==> src/rtl/pic_pkg.sv <==
package pic_pkg;
  localparam int NUM_LINES = 8;
  localparam int LINE_W    = $clog2(NUM_LINES);
  localparam int RANK_W    = LINE_W + 1;
  localparam logic [LINE_W-1:0] SPUR_LINE    = LINE_W'(NUM_LINES - 1);
  localparam int                CASCADE_LINE = 2;

  typedef enum logic [2:0] {
    CMD_NOP          = 3'd0,
    CMD_EOI_NS       = 3'd1,
    CMD_EOI_NS_ROT   = 3'd2,
    CMD_EOI_SPEC     = 3'd3,
    CMD_SET_BASE     = 3'd4,
    CMD_EOI_SPEC_ROT = 3'd5
  } cmd_op_e;

  // rank of best member of set, NUM_LINES when empty
  function automatic logic [RANK_W-1:0] rank_of(input logic [NUM_LINES-1:0] set,
                                                input logic [LINE_W-1:0]    base);
    logic [RANK_W-1:0] r;
    r = RANK_W'(NUM_LINES);
    for (int i = NUM_LINES - 1; i >= 0; i--) begin
      if (set[LINE_W'(int'(base) + i)]) r = RANK_W'(i);
    end
    return r;
  endfunction

  function automatic logic [LINE_W-1:0] line_of(input logic [RANK_W-1:0] rank,
                                                input logic [LINE_W-1:0] base);
    return LINE_W'(rank) + base;
  endfunction
endpackage

==> src/rtl/pic_req_capture.sv <==
module pic_req_capture
  import pic_pkg::*;
(
  input  logic                 clk_i,
  input  logic                 rst_ni,
  input  logic [NUM_LINES-1:0] irq_i,
  input  logic [NUM_LINES-1:0] trig_level_i,
  input  logic [NUM_LINES-1:0] ack_clr_i,
  output logic [NUM_LINES-1:0] irr_o
);
  logic [NUM_LINES-1:0] irr_q;
  logic [NUM_LINES-1:0] prev_q;

  for (genvar k = 0; k < NUM_LINES; k++) begin : g_line
    always_ff @(posedge clk_i or negedge rst_ni) begin
      if (!rst_ni) begin
        prev_q[k] <= 1'b0;
        irr_q[k]  <= 1'b0;
      end else begin
        prev_q[k] <= irq_i[k];
        if (trig_level_i[k])            irr_q[k] <= irq_i[k];
        else if (irq_i[k] && !prev_q[k]) irr_q[k] <= 1'b1;
        else if (ack_clr_i[k])           irr_q[k] <= 1'b0;
      end
    end


    level_follow_chk: assert property (@(posedge clk_i) disable iff (!rst_ni)
      trig_level_i[k] |=> irr_q[k] == $past(irq_i[k]));


    edge_hold_chk: assert property (@(posedge clk_i) disable iff (!rst_ni)
      (!trig_level_i[k] && !ack_clr_i[k]) |=> irr_q[k] >= $past(irr_q[k]));
  end

  assign irr_o = irr_q;
endmodule

==> src/rtl/pic_prio_resolve.sv <==
module pic_prio_resolve
  import pic_pkg::*;
(
  input  logic [NUM_LINES-1:0] irr_i,
  input  logic [NUM_LINES-1:0] imr_i,
  input  logic [NUM_LINES-1:0] isr_i,
  input  logic [LINE_W-1:0]    base_i,
  input  logic                 smm_i,
  input  logic                 nested_i,
  input  logic                 master_i,
  output logic                 int_o,
  output logic [LINE_W-1:0]    line_o,
  output logic                 spurious_o
);
  logic [NUM_LINES-1:0] cand;
  logic [NUM_LINES-1:0] cur;
  logic [RANK_W-1:0]    cand_rank;
  logic [RANK_W-1:0]    cur_rank;

  always_comb begin
    cand = irr_i & ~imr_i;
    cur  = isr_i;
    if (smm_i) cur = cur & ~imr_i;
    if (nested_i && master_i) cur[CASCADE_LINE] = 1'b0;
    cand_rank = rank_of(cand, base_i);
    cur_rank  = rank_of(cur, base_i);
  end

  assign int_o      = cand_rank < cur_rank;
  assign line_o     = int_o ? line_of(cand_rank, base_i) : SPUR_LINE;
  assign spurious_o = !int_o;
endmodule

==> src/rtl/pic_service_ctrl.sv <==
module pic_service_ctrl
  import pic_pkg::*;
(
  input  logic                 clk_i,
  input  logic                 rst_ni,
  input  logic                 ack_i,
  input  logic                 cmd_valid_i,
  input  logic [2:0]           cmd_op_i,
  input  logic [LINE_W-1:0]    cmd_line_i,
  input  logic                 mask_we_i,
  input  logic [NUM_LINES-1:0] mask_i,
  input  logic                 cfg_we_i,
  input  logic                 cfg_smm_i,
  input  logic                 cfg_nested_i,
  input  logic                 cfg_aeoi_i,
  input  logic                 cfg_rot_aeoi_i,
  input  logic [NUM_LINES-1:0] trig_level_i,
  input  logic                 int_i,
  input  logic [LINE_W-1:0]    line_i,
  output logic [NUM_LINES-1:0] isr_o,
  output logic [NUM_LINES-1:0] imr_o,
  output logic [LINE_W-1:0]    base_o,
  output logic                 smm_o,
  output logic                 nested_o,
  output logic [NUM_LINES-1:0] ack_clr_o
);
  logic [NUM_LINES-1:0] isr_q, imr_q;
  logic [LINE_W-1:0]    base_q;
  logic                 smm_q, nested_q, aeoi_q, rot_q;
  logic                 ack_fire;
  logic [RANK_W-1:0]    top_rank;
  logic [LINE_W-1:0]    top_line;
  logic                 top_hit;

  assign ack_fire = ack_i && int_i;
  assign top_rank = rank_of(isr_q, base_q);
  assign top_line = line_of(top_rank, base_q);
  assign top_hit  = top_rank != RANK_W'(NUM_LINES);

  always_comb begin
    ack_clr_o = '0;
    if (ack_fire && !trig_level_i[line_i]) ack_clr_o[line_i] = 1'b1;
  end

  always_ff @(posedge clk_i or negedge rst_ni) begin
    if (!rst_ni) begin
      isr_q    <= '0;
      imr_q    <= '0;
      base_q   <= '0;
      smm_q    <= 1'b0;
      nested_q <= 1'b0;
      aeoi_q   <= 1'b0;
      rot_q    <= 1'b0;
    end else begin
      if (ack_fire) begin
        if (!aeoi_q)    isr_q[line_i] <= 1'b1;
        else if (rot_q) base_q        <= line_i + 1'b1;
      end else if (cmd_valid_i) begin
        unique case (cmd_op_e'(cmd_op_i))
          CMD_EOI_NS, CMD_EOI_NS_ROT: if (top_hit) begin
            isr_q[top_line] <= 1'b0;
            if (cmd_op_e'(cmd_op_i) == CMD_EOI_NS_ROT) base_q <= top_line + 1'b1;
          end
          CMD_EOI_SPEC:     isr_q[cmd_line_i] <= 1'b0;
          CMD_SET_BASE:     base_q <= cmd_line_i + 1'b1;
          CMD_EOI_SPEC_ROT: begin
            isr_q[cmd_line_i] <= 1'b0;
            base_q            <= cmd_line_i + 1'b1;
          end
          default: ;
        endcase
      end
      if (mask_we_i) imr_q <= mask_i;
      if (cfg_we_i) begin
        smm_q    <= cfg_smm_i;
        nested_q <= cfg_nested_i;
        aeoi_q   <= cfg_aeoi_i;
        rot_q    <= cfg_rot_aeoi_i;
      end
    end
  end


  ack_marks_isr_chk: assert property (@(posedge clk_i) disable iff (!rst_ni)
    (ack_i && int_i && !aeoi_q) |=> isr_q[$past(line_i)]);


  spur_ack_noop_chk: assert property (@(posedge clk_i) disable iff (!rst_ni)
    (ack_i && !int_i && !cmd_valid_i) |=> ($stable(isr_q) && $stable(base_q)));


  aeoi_rotate_chk: assert property (@(posedge clk_i) disable iff (!rst_ni)
    (ack_i && int_i && aeoi_q && rot_q) |=>
      (base_q == LINE_W'($past(line_i) + 1'b1) && $stable(isr_q)));


  isr_no_growth_chk: assert property (@(posedge clk_i) disable iff (!rst_ni)
    !ack_i |=> $countones(isr_q) <= $countones($past(isr_q)));


  set_base_chk: assert property (@(posedge clk_i) disable iff (!rst_ni)
    (cmd_valid_i && !ack_i && cmd_op_i == 3'd4) |=>
      base_q == LINE_W'($past(cmd_line_i) + 1'b1));

  assign isr_o    = isr_q;
  assign imr_o    = imr_q;
  assign base_o   = base_q;
  assign smm_o    = smm_q;
  assign nested_o = nested_q;
endmodule

==> src/rtl/pic_core.sv <==
module pic_core
  import pic_pkg::*;
(
  input  logic                 clk_i,
  input  logic                 rst_ni,
  input  logic [NUM_LINES-1:0] irq_i,
  input  logic [NUM_LINES-1:0] trig_level_i,
  input  logic                 master_i,
  input  logic                 mask_we_i,
  input  logic [NUM_LINES-1:0] mask_i,
  input  logic                 cfg_we_i,
  input  logic                 cfg_smm_i,
  input  logic                 cfg_nested_i,
  input  logic                 cfg_aeoi_i,
  input  logic                 cfg_rot_aeoi_i,
  input  logic                 cmd_valid_i,
  input  logic [2:0]           cmd_op_i,
  input  logic [LINE_W-1:0]    cmd_line_i,
  input  logic                 ack_i,
  output logic                 int_o,
  output logic [LINE_W-1:0]    ack_line_o,
  output logic                 ack_spurious_o
);
  logic [NUM_LINES-1:0] irr, isr, imr, ack_clr;
  logic [LINE_W-1:0]    base;
  logic                 smm, nested;

  pic_req_capture u_capture (
    .clk_i        (clk_i),
    .rst_ni       (rst_ni),
    .irq_i        (irq_i),
    .trig_level_i (trig_level_i),
    .ack_clr_i    (ack_clr),
    .irr_o        (irr)
  );

  pic_prio_resolve u_resolve (
    .irr_i      (irr),
    .imr_i      (imr),
    .isr_i      (isr),
    .base_i     (base),
    .smm_i      (smm),
    .nested_i   (nested),
    .master_i   (master_i),
    .int_o      (int_o),
    .line_o     (ack_line_o),
    .spurious_o (ack_spurious_o)
  );

  pic_service_ctrl u_service (
    .clk_i          (clk_i),
    .rst_ni         (rst_ni),
    .ack_i          (ack_i),
    .cmd_valid_i    (cmd_valid_i),
    .cmd_op_i       (cmd_op_i),
    .cmd_line_i     (cmd_line_i),
    .mask_we_i      (mask_we_i),
    .mask_i         (mask_i),
    .cfg_we_i       (cfg_we_i),
    .cfg_smm_i      (cfg_smm_i),
    .cfg_nested_i   (cfg_nested_i),
    .cfg_aeoi_i     (cfg_aeoi_i),
    .cfg_rot_aeoi_i (cfg_rot_aeoi_i),
    .trig_level_i   (trig_level_i),
    .int_i          (int_o),
    .line_i         (ack_line_o),
    .isr_o          (isr),
    .imr_o          (imr),
    .base_o         (base),
    .smm_o          (smm),
    .nested_o       (nested),
    .ack_clr_o      (ack_clr)
  );


  int_needs_request_chk: assert property (@(posedge clk_i) disable iff (!rst_ni)
    int_o |-> ((irr & ~imr) != '0));
endmodule

==> config.mk <==
export PLATFORM = sky130hd
export DESIGN_NAME = pic_core
export DESIGN_NICKNAME = d
export VERILOG_FILES = /design/src/rtl/pic_pkg.sv /design/src/rtl/pic_req_capture.sv /design/src/rtl/pic_prio_resolve.sv /design/src/rtl/pic_service_ctrl.sv /design/src/rtl/pic_core.sv
export SDC_FILE = /design/constraint.sdc
export NUM_CORES = 1
export LEC_CHECK = 0
export ABC_AREA = 1
export BUFFER_PORTS_ARGS = -buffer_cell sky130_fd_sc_hd__buf_2
export CORE_ASPECT_RATIO = 2
export CORE_MARGIN = 5
export CORE_UTILIZATION = 54
export DETAILED_ROUTE_END_ITERATION = 16
export PLACE_DENSITY = 0.88
export SETUP_SLACK_MARGIN = 0.1
export SYNTH_ARGS = -nofsm -noshare
export SYNTH_HDL_FRONTEND = slang
export SYNTH_HIERARCHICAL = 1
export SYNTH_SLANG_ARGS = --single-unit
==> constraint.sdc <==
create_clock -name clk_i -period 3.8 [get_ports clk_i]
set_input_delay 0.57 -clock clk_i [delete_from_list [all_inputs] [get_ports clk_i]]
set_output_delay 0.57 -clock clk_i [all_outputs]
set_load 0.02 [all_outputs]
==> results.md, run 1 <==
- Crit. Startpoint: u_service/base_o[0]
- Largest family of logic cells by synthesized area: simple AND/OR/NAND/NOR gates
- CTS Sinks: 39
- Yosys reg bits: 39
- ANT nets after route: 0
- CP cell instances: inv_8 -> ha_4 -> inv_8 -> buf_12 -> nand3_4 -> nand2_2 -> nor2_2 -> a31oi_1 -> nand2_1 -> nor3_2 -> nand4_1 -> ha_4 -> a21oi_4 -> buf_6 -> nand3_4 -> buf_4 -> nor3_2 -> a21oi_2 -> nand3_4 -> buf_6 -> nor2_2 -> nor2_1 -> nand2_1 -> nand2_1
- Mux contribution to synthesized area: 3.17%
- DP HPWL: 8480 µm
- Row count: 44
- Largest net degree at the start of global routing: 40
- Final setup fails: 21
- Final hold violations: 0
- Hold_buf cts: 0
- Crit path launch type: flip-flop
- R2R depth: 24
- Main synth FF type: dfrtp_1
- Max H-tree Level: 2
- Final global-route overflow total: 0
- Layout cell share with drive strength beyond 1: around 36%
- WP buf/inv: 6
- Antenna diodes: 0
- Synth cell types: 46
- Area delta synth->final: 31.2%
- Crit path max fanout: 8
- Num CTS Buffers: 5
- Worst slew pin tran: 0.858 ns
- Detailed Routing Iterations Pass 1: 6
- Gpl congestion: 0.968
- Reg-to-reg setup timing slack: -0.37 ns
- Asr flop ratio synth: 100%
- RSZ-0062 raised after global routing: yes
- Initial antenna violation count: 0
- Compound-Gate Fraction of Synth Area: roughly 8.3%
- DIE HEIGHT: 130 µm
- Max_slew headroom: 42.8%
- Simple-gate share of the synthesized area: 44.4%
- Core footprint: approximately 0.007 mm²
- Failing checks: negative setup slack
- XOR/XNOR Fraction of Synth Area: about 3.4%
- DR vias: about 4,600
- First-pass GRT wire length: 18,900 µm
- Final Max Slew Viols: 0
- Routed len/inst: 18.1 µm
- Fin crit share: 110%
- Post-synthesis cell count: 574
- Hold/Removal Path Class: input pin to asynchronous set/reset pin
- DR vias/cell: 6.02
- Max_cap viols: 0
- Hold slack: about 0.38 ns
- Final setup margin: -0.375 ns
- Adder-cell share of the synthesized area: under 10%
- Clk_lat worst skew: ~0.30 ns
- Ys Warns: 6
- Number of enable flip-flop cells after synthesis: 0
- TritonCTS clock tree: done
- Max Fclk: around 0.24 GHz
- Period minus WS final: 4.17 ns
- GRT Resource Usage Total: ~26%
- DR DRC count: 0
- Worst EP required: 4.03 ns
- Clock transition at the registers of the reported paths: around 0.07 ns
- Worst path slowest cell: dfrtp_2
- Die width: 70.2 µm
- Die Area: approximately 0.0092 mm²
- CP max stage delay: approximately 0.47 ns
- WS Path Type: flip-flop to flip-flop
- DRT Wirelength: 13,700 µm
- Port-buffer cells: 45
- Netlist Area Pre-Place: 0.00391 mm²
- Outcome: complete, but fails checks
- Vias in the first global route: about 4,200
- Seq/Total Area, Yosys: 24.9%
- Final setup skew: 0.0113 ns
- Critical path data arrival time: 4.41 ns
- CP delay by family, top: simple AND/OR/NAND/NOR gates
- Drt first-iter violations: 529
- Critical Path End Type: flip-flop
- Initial Utilization: 54.7%
- Syn_area_per_cell: a little under 7 µm²
- Root Buffer Master: clkbuf_16
- Worst r2r dst: u_capture/irr_o[4]
- Syn Nets: 627
- Deepest clock path buffer count: 2
- Post-layout nets: 716
- FF-to-FF Start: u_service/base_o[0]
- Number of I/O pins: 46
-- cell usage in the layout (no fill, tap or decap), drive strengths merged --
cell	n
fa	2
o22ai	3
clkinvlp	2
o21a	1
xnor2	2
or2	2
dfrtp	39
mux2	11
a21boi	1
a31oi	6
nand3	113
bufinv	1
inv	83
nor3	6
o21ai	23
a21oi	9
nor2	35
and2	1
clkinv	1
buf	95
o211ai	1
ha	10
a41oi	1
nand4	6
nand2	189
o21bai	8
clkbuf	5
xor2	7
nor4	1
-- synth_stat cells (7+ instances only) --
library cell,instances,share of area (%)
nand2_1,167,16
a21oi_1,8,1.0
o21ai_0,17,2.2
nand3_2,18,4.6
inv_2,9,0.86
nand3_1,93,12
inv_1,72,6.9
nor2_1,28,2.7
mux2_2,11,3.2
o21bai_1,8,1.5
buf_6,7,2.0
dfrtp_1,39,25
ha_1,10,3.2
nand2_2,18,2.9
-- cell families after synthesis --
family / after synthesis
muxes: 11
xor gates and xnor gates: 9
buffers and inverters: 97
DFF: 39
and+or+nand+nor: 353
adders and majority gates: 12
AOI/OAI and AO/OA: 53
-- state kept, by name, summed over array words and instances (netlist names), 3 cells and up --
register / flops
u_capture/irr_o: 8
u_capture/prev_q: 8
u_service/imr_o: 8
u_service/isr_o: 8
u_service/base_o: 3
-- how the worst max path moves through the flow --
stage / end / slack, ns / cells after the start
global placement: u_capture/irr_o[5] / 0.06 / 28
floorplan: u_capture/irr_o[5] / -0.08 / 31
finish: u_capture/irr_o[4] / -0.37 / 24
global route: u_capture/irr_o[5] / -0.58 / 25
CTS: ack_line_o[2] / 0.001 / 22
detailed placement: u_capture/irr_o[5] / -0.12 / 28
-- layer usage --
layer,share of wire [%],GRT usage (%),wire length (µm),up-vias
li1,-,-,-,2036
met1,34,27.6,4660,2065
met2,52,47.1,7050,335
met3,7.4,3.83,1010,117
met4,6.9,14.8,947,0
met5,0,0,0,-
-- repair_timing --
action / in CTS / in global routing
hold endpoints to repair: 0 / 0
setup buffers: 12 / 20
resized for setup: 19 / 69
cloned: 0 / 0
pin swaps: 15 / 27
setup endpoints to repair: 12 / 24
-- final cells by class --
cell class / count / area, µm²
Multi-Input combinational cell: 438 / 2840
Fill cell: 515 / 2020
Sequential cell: 39 / 978
Timing Repair Buffer: 95 / 679
Inverter: 84 / 349
Clock buffer: 5 / 125
Tap cell: 92 / 115
Clock inverter: 3 / 46.3
-- stage by stage --
stage / area, µm² / util (%) / setup TNS (ns) / setup slack, ns / std cells
floorplan: 3990 / - / -0.0835 / -0.0835 / 574
global placement: 4330 / 60.6 / 0 / 0.0599 / 716
detailed placement: 4330 / 60.6 / -0.117 / -0.117 / 716
CTS: 4680 / 65.4 / 0 / 0.00131 / 736
global route: 5130 / 71.7 / -7.21 / -0.577 / 756
finish: 5130 / 71.7 / -3.11 / -0.375 / 756
Power of run 1 is left out: the tool's default activity adds up to more than one toggle a clock period on the data nets, which glitch-free logic cannot reach.
==> run 2, diff against run 1 <==
==> constraint.sdc (replaced) <==
create_clock -name clk_i -period 3.7 [get_ports clk_i]
set_input_delay 0.555 -clock clk_i [delete_from_list [all_inputs] [get_ports clk_i]]
set_output_delay 0.555 -clock clk_i [all_outputs]
set_load 0.02 [all_outputs]
==> run 2 against run 1 <==
The run still ends with negative setup slack left. Count of clock-buffer cells in the layout is the same. First-iteration DRC count shrank 33%. Maximum frequency grew 7.8%. Worst setup slack gained 0.20 ns. Die area is the same.
==> results.md, run 2 (synthesis gave the netlist of run 1 again) <==
- Vias in the first global route: 4,186 (-1.4%)
- Largest net degree at the start of global routing: 40 (unchanged)
- Max_cap viols: 0 (unchanged)
- Failing checks: negative setup slack
- Initial Utilization: 54.7% (unchanged)
- DR DRC count: 0 (unchanged)
- DP HPWL: 8290 µm (-2.3%)
- Core footprint: 0.00716 mm² (unchanged)
- Worst path slowest cell: dfrtp_2
- R2R depth: 23 (-4.2%)
- WS Path Type: flip-flop to flip-flop
- Routed len/inst: 16.3 µm (-9.6%)
- Initial antenna violation count: 0 (unchanged)
- DIE HEIGHT: 130 µm (unchanged)
- Area delta synth->final: 27.9%
- Period minus WS final: 3.87 ns (-0.302 ns)
- Final Max Slew Viols: 0 (unchanged)
- DR vias/cell: 5.79 (-3.8%)
- TritonCTS clock tree: done
- Crit path max fanout: 8 (unchanged)
- Worst EP required: 3.88 ns (-0.15 ns)
- RSZ-0062 raised after global routing: yes
- Hold_buf cts: 0 (unchanged)
- Die Area: 0.00915 mm² (unchanged)
- Deepest clock path buffer count: 2 (unchanged)
- Final setup skew: 0.00340 ns (-0.00788 ns)
- Drt first-iter violations: 355 (-33%)
- Clock transition at the registers of the reported paths: 0.06 ns (about the same)
- Detailed Routing Iterations Pass 1: 5 (-1)
- Num CTS Buffers: 5 (unchanged)
- Final hold violations: 0 (unchanged)
- Setup_tns: -1.22 ns (+1.89 ns)
- First-pass GRT wire length: 18,600 µm (-1.3%)
- Worst slew pin tran: 0.863 ns (+0.00492 ns)
- Root Buffer Master: clkbuf_16
- GRT Resource Usage Total: 25.4% (-0.20 points)
- Critical Path End Type: flip-flop
- ANT nets after route: 0 (unchanged)
- Outcome: complete, but fails checks
- Final setup margin: -0.173 ns (+0.202 ns)
- Clk_lat worst skew: 0.29 ns (about the same)
- Commonest non-fill, non-tap cell in the layout: nand2_1
- Max H-tree Level: 2 (unchanged)
- Placed cell area: 0.00438 mm² (+1.0%)
- Post-layout nets: 707 (-1.3%)
- Fin crit share: 105% (-5.2 points)
- Max Fclk: 0.258 GHz (+7.8%)
- Hold slack: 0.373 ns (-0.00996 ns)
- Final global-route overflow total: 0 (unchanged)
- Hold/Removal Path Class: input pin to asynchronous set/reset pin
- Most frequent cells in the layout: 162 x nand2_1, 72 x nand3_1, 64 x inv_1, 43 x buf_2, 37 x dfrtp_1
- Layout cell share with drive strength beyond 1: 35.1% (-0.58 points)
- Number of I/O pins: 46 (unchanged)
- DR vias: 4,327 (-5.0%)
- Die width: 70.2 µm (unchanged)
- Placed Instances: 720 (+0.56%)
- Top cell by count, worst path: nand2_1
- Non-filler cells, final: 747 (-1.2%)
- Max_slew headroom: 42.5% (-0.33 points)
- Row count: 44 (unchanged)
- Crit path launch type: flip-flop
- Final setup fails: 11 (-48%)
- Critical path data arrival time: 4.05 ns (-0.36 ns)
- CP cell instances: inv_8 -> ha_4 -> buf_6 -> buf_4 -> nand3_1 -> nand2_1 -> o21ai_0 -> nor3_2 -> nand4_1 -> ha_4 -> nand2_1 -> inv_1 -> nand2_4 -> nand3_4 -> inv_6 -> nand3_4 -> o22ai_2 -> a41oi_2 -> nand3_4 -> nor4_4 -> nor2_1 -> nand2_1 -> nand2_1
- CTS Sinks: 39 (unchanged)
- Antenna diodes: 0 (unchanged)
- DRT Wirelength: 12,200 µm (-11%)
- CP max stage delay: 0.45 ns (-0.02 ns)
- Gpl congestion: 0.900 (-7.0%)
- Fin area: 0.00500 mm² (-2.6%)
- Port-buffer cells: 45 (unchanged)
==> run 2: cell count changes in the layout (fill, tap and decap cells not counted), sizes merged <==
cell / delta
buf: -9
clkinvlp: -1
clkinv: -1
inv: +2
==> run 2: worst paths after layout <==
check / startpoint / slack (ns) / to
worst min-delay path: rst_ni / 0.37 / u_service/base_o[2]
worst min register to register: u_capture/prev_q[3] / 0.50 / u_capture/irr_o[3]
max in group asynchronous: rst_ni / 2.74 / u_service/base_o[0]
worst max register to register: u_service/base_o[0] / -0.17 / u_capture/irr_o[5]
min in group clk_i: irq_i[3] / 0.38 / u_capture/prev_q[3]
worst max-delay path: u_service/base_o[0] / -0.17 / u_capture/irr_o[5]
==> run 2: layout make-up <==
| class | count | area, µm² |
|---|---|---|
| sequential | 39 | 978 |
| clock inverter | 3 | 46.3 |
| fill | 569 | 2150 |
| inverter | 84 | 348 |
| timing repair buffer | 86 | 581 |
| tap | 92 | 115 |
| clock buffer | 5 | 125 |
| multi-input combinational | 438 | 2810 |
==> run 2: critical path: cells and delay by family, from the launching register on <==
kind            cells  cell delay, ns
compound gates      3            0.42
fa+ha+maj           2            0.67
buf+inv             5            0.50
flops               1            0.45
simple gates       13            1.71
==> run 2: stage by stage <==
step           setup WS [ns]  util [%]
3_3_place_gp          0.0277      61.2
4_1_cts               0.0266      67.7
3_5_place_dp         -0.0900      61.2
2_1_floorplan         -0.184         -
6_report              -0.173      69.9
5_1_grt               -0.345      69.9
==> run 2: repair_timing <==
item | 4_1_cts | 5_1_grt
setup endpoints to repair | 13 | 24
endpoints found under the hold margin | 0 | 0
pin swaps | 29 | 17
gates resized for setup | 40 | 35
setup buffers | 16 | 3
==> run 2: per-layer routing <==
metal / routed length, µm / global-route usage (%)
met1: 4380 / 27.7
met2: 6310 / 44.6
met3: 800 / 3.83
met4: 715 / 18.1
met5: 0 / 0
Power of run 2 is left out for the same reason.
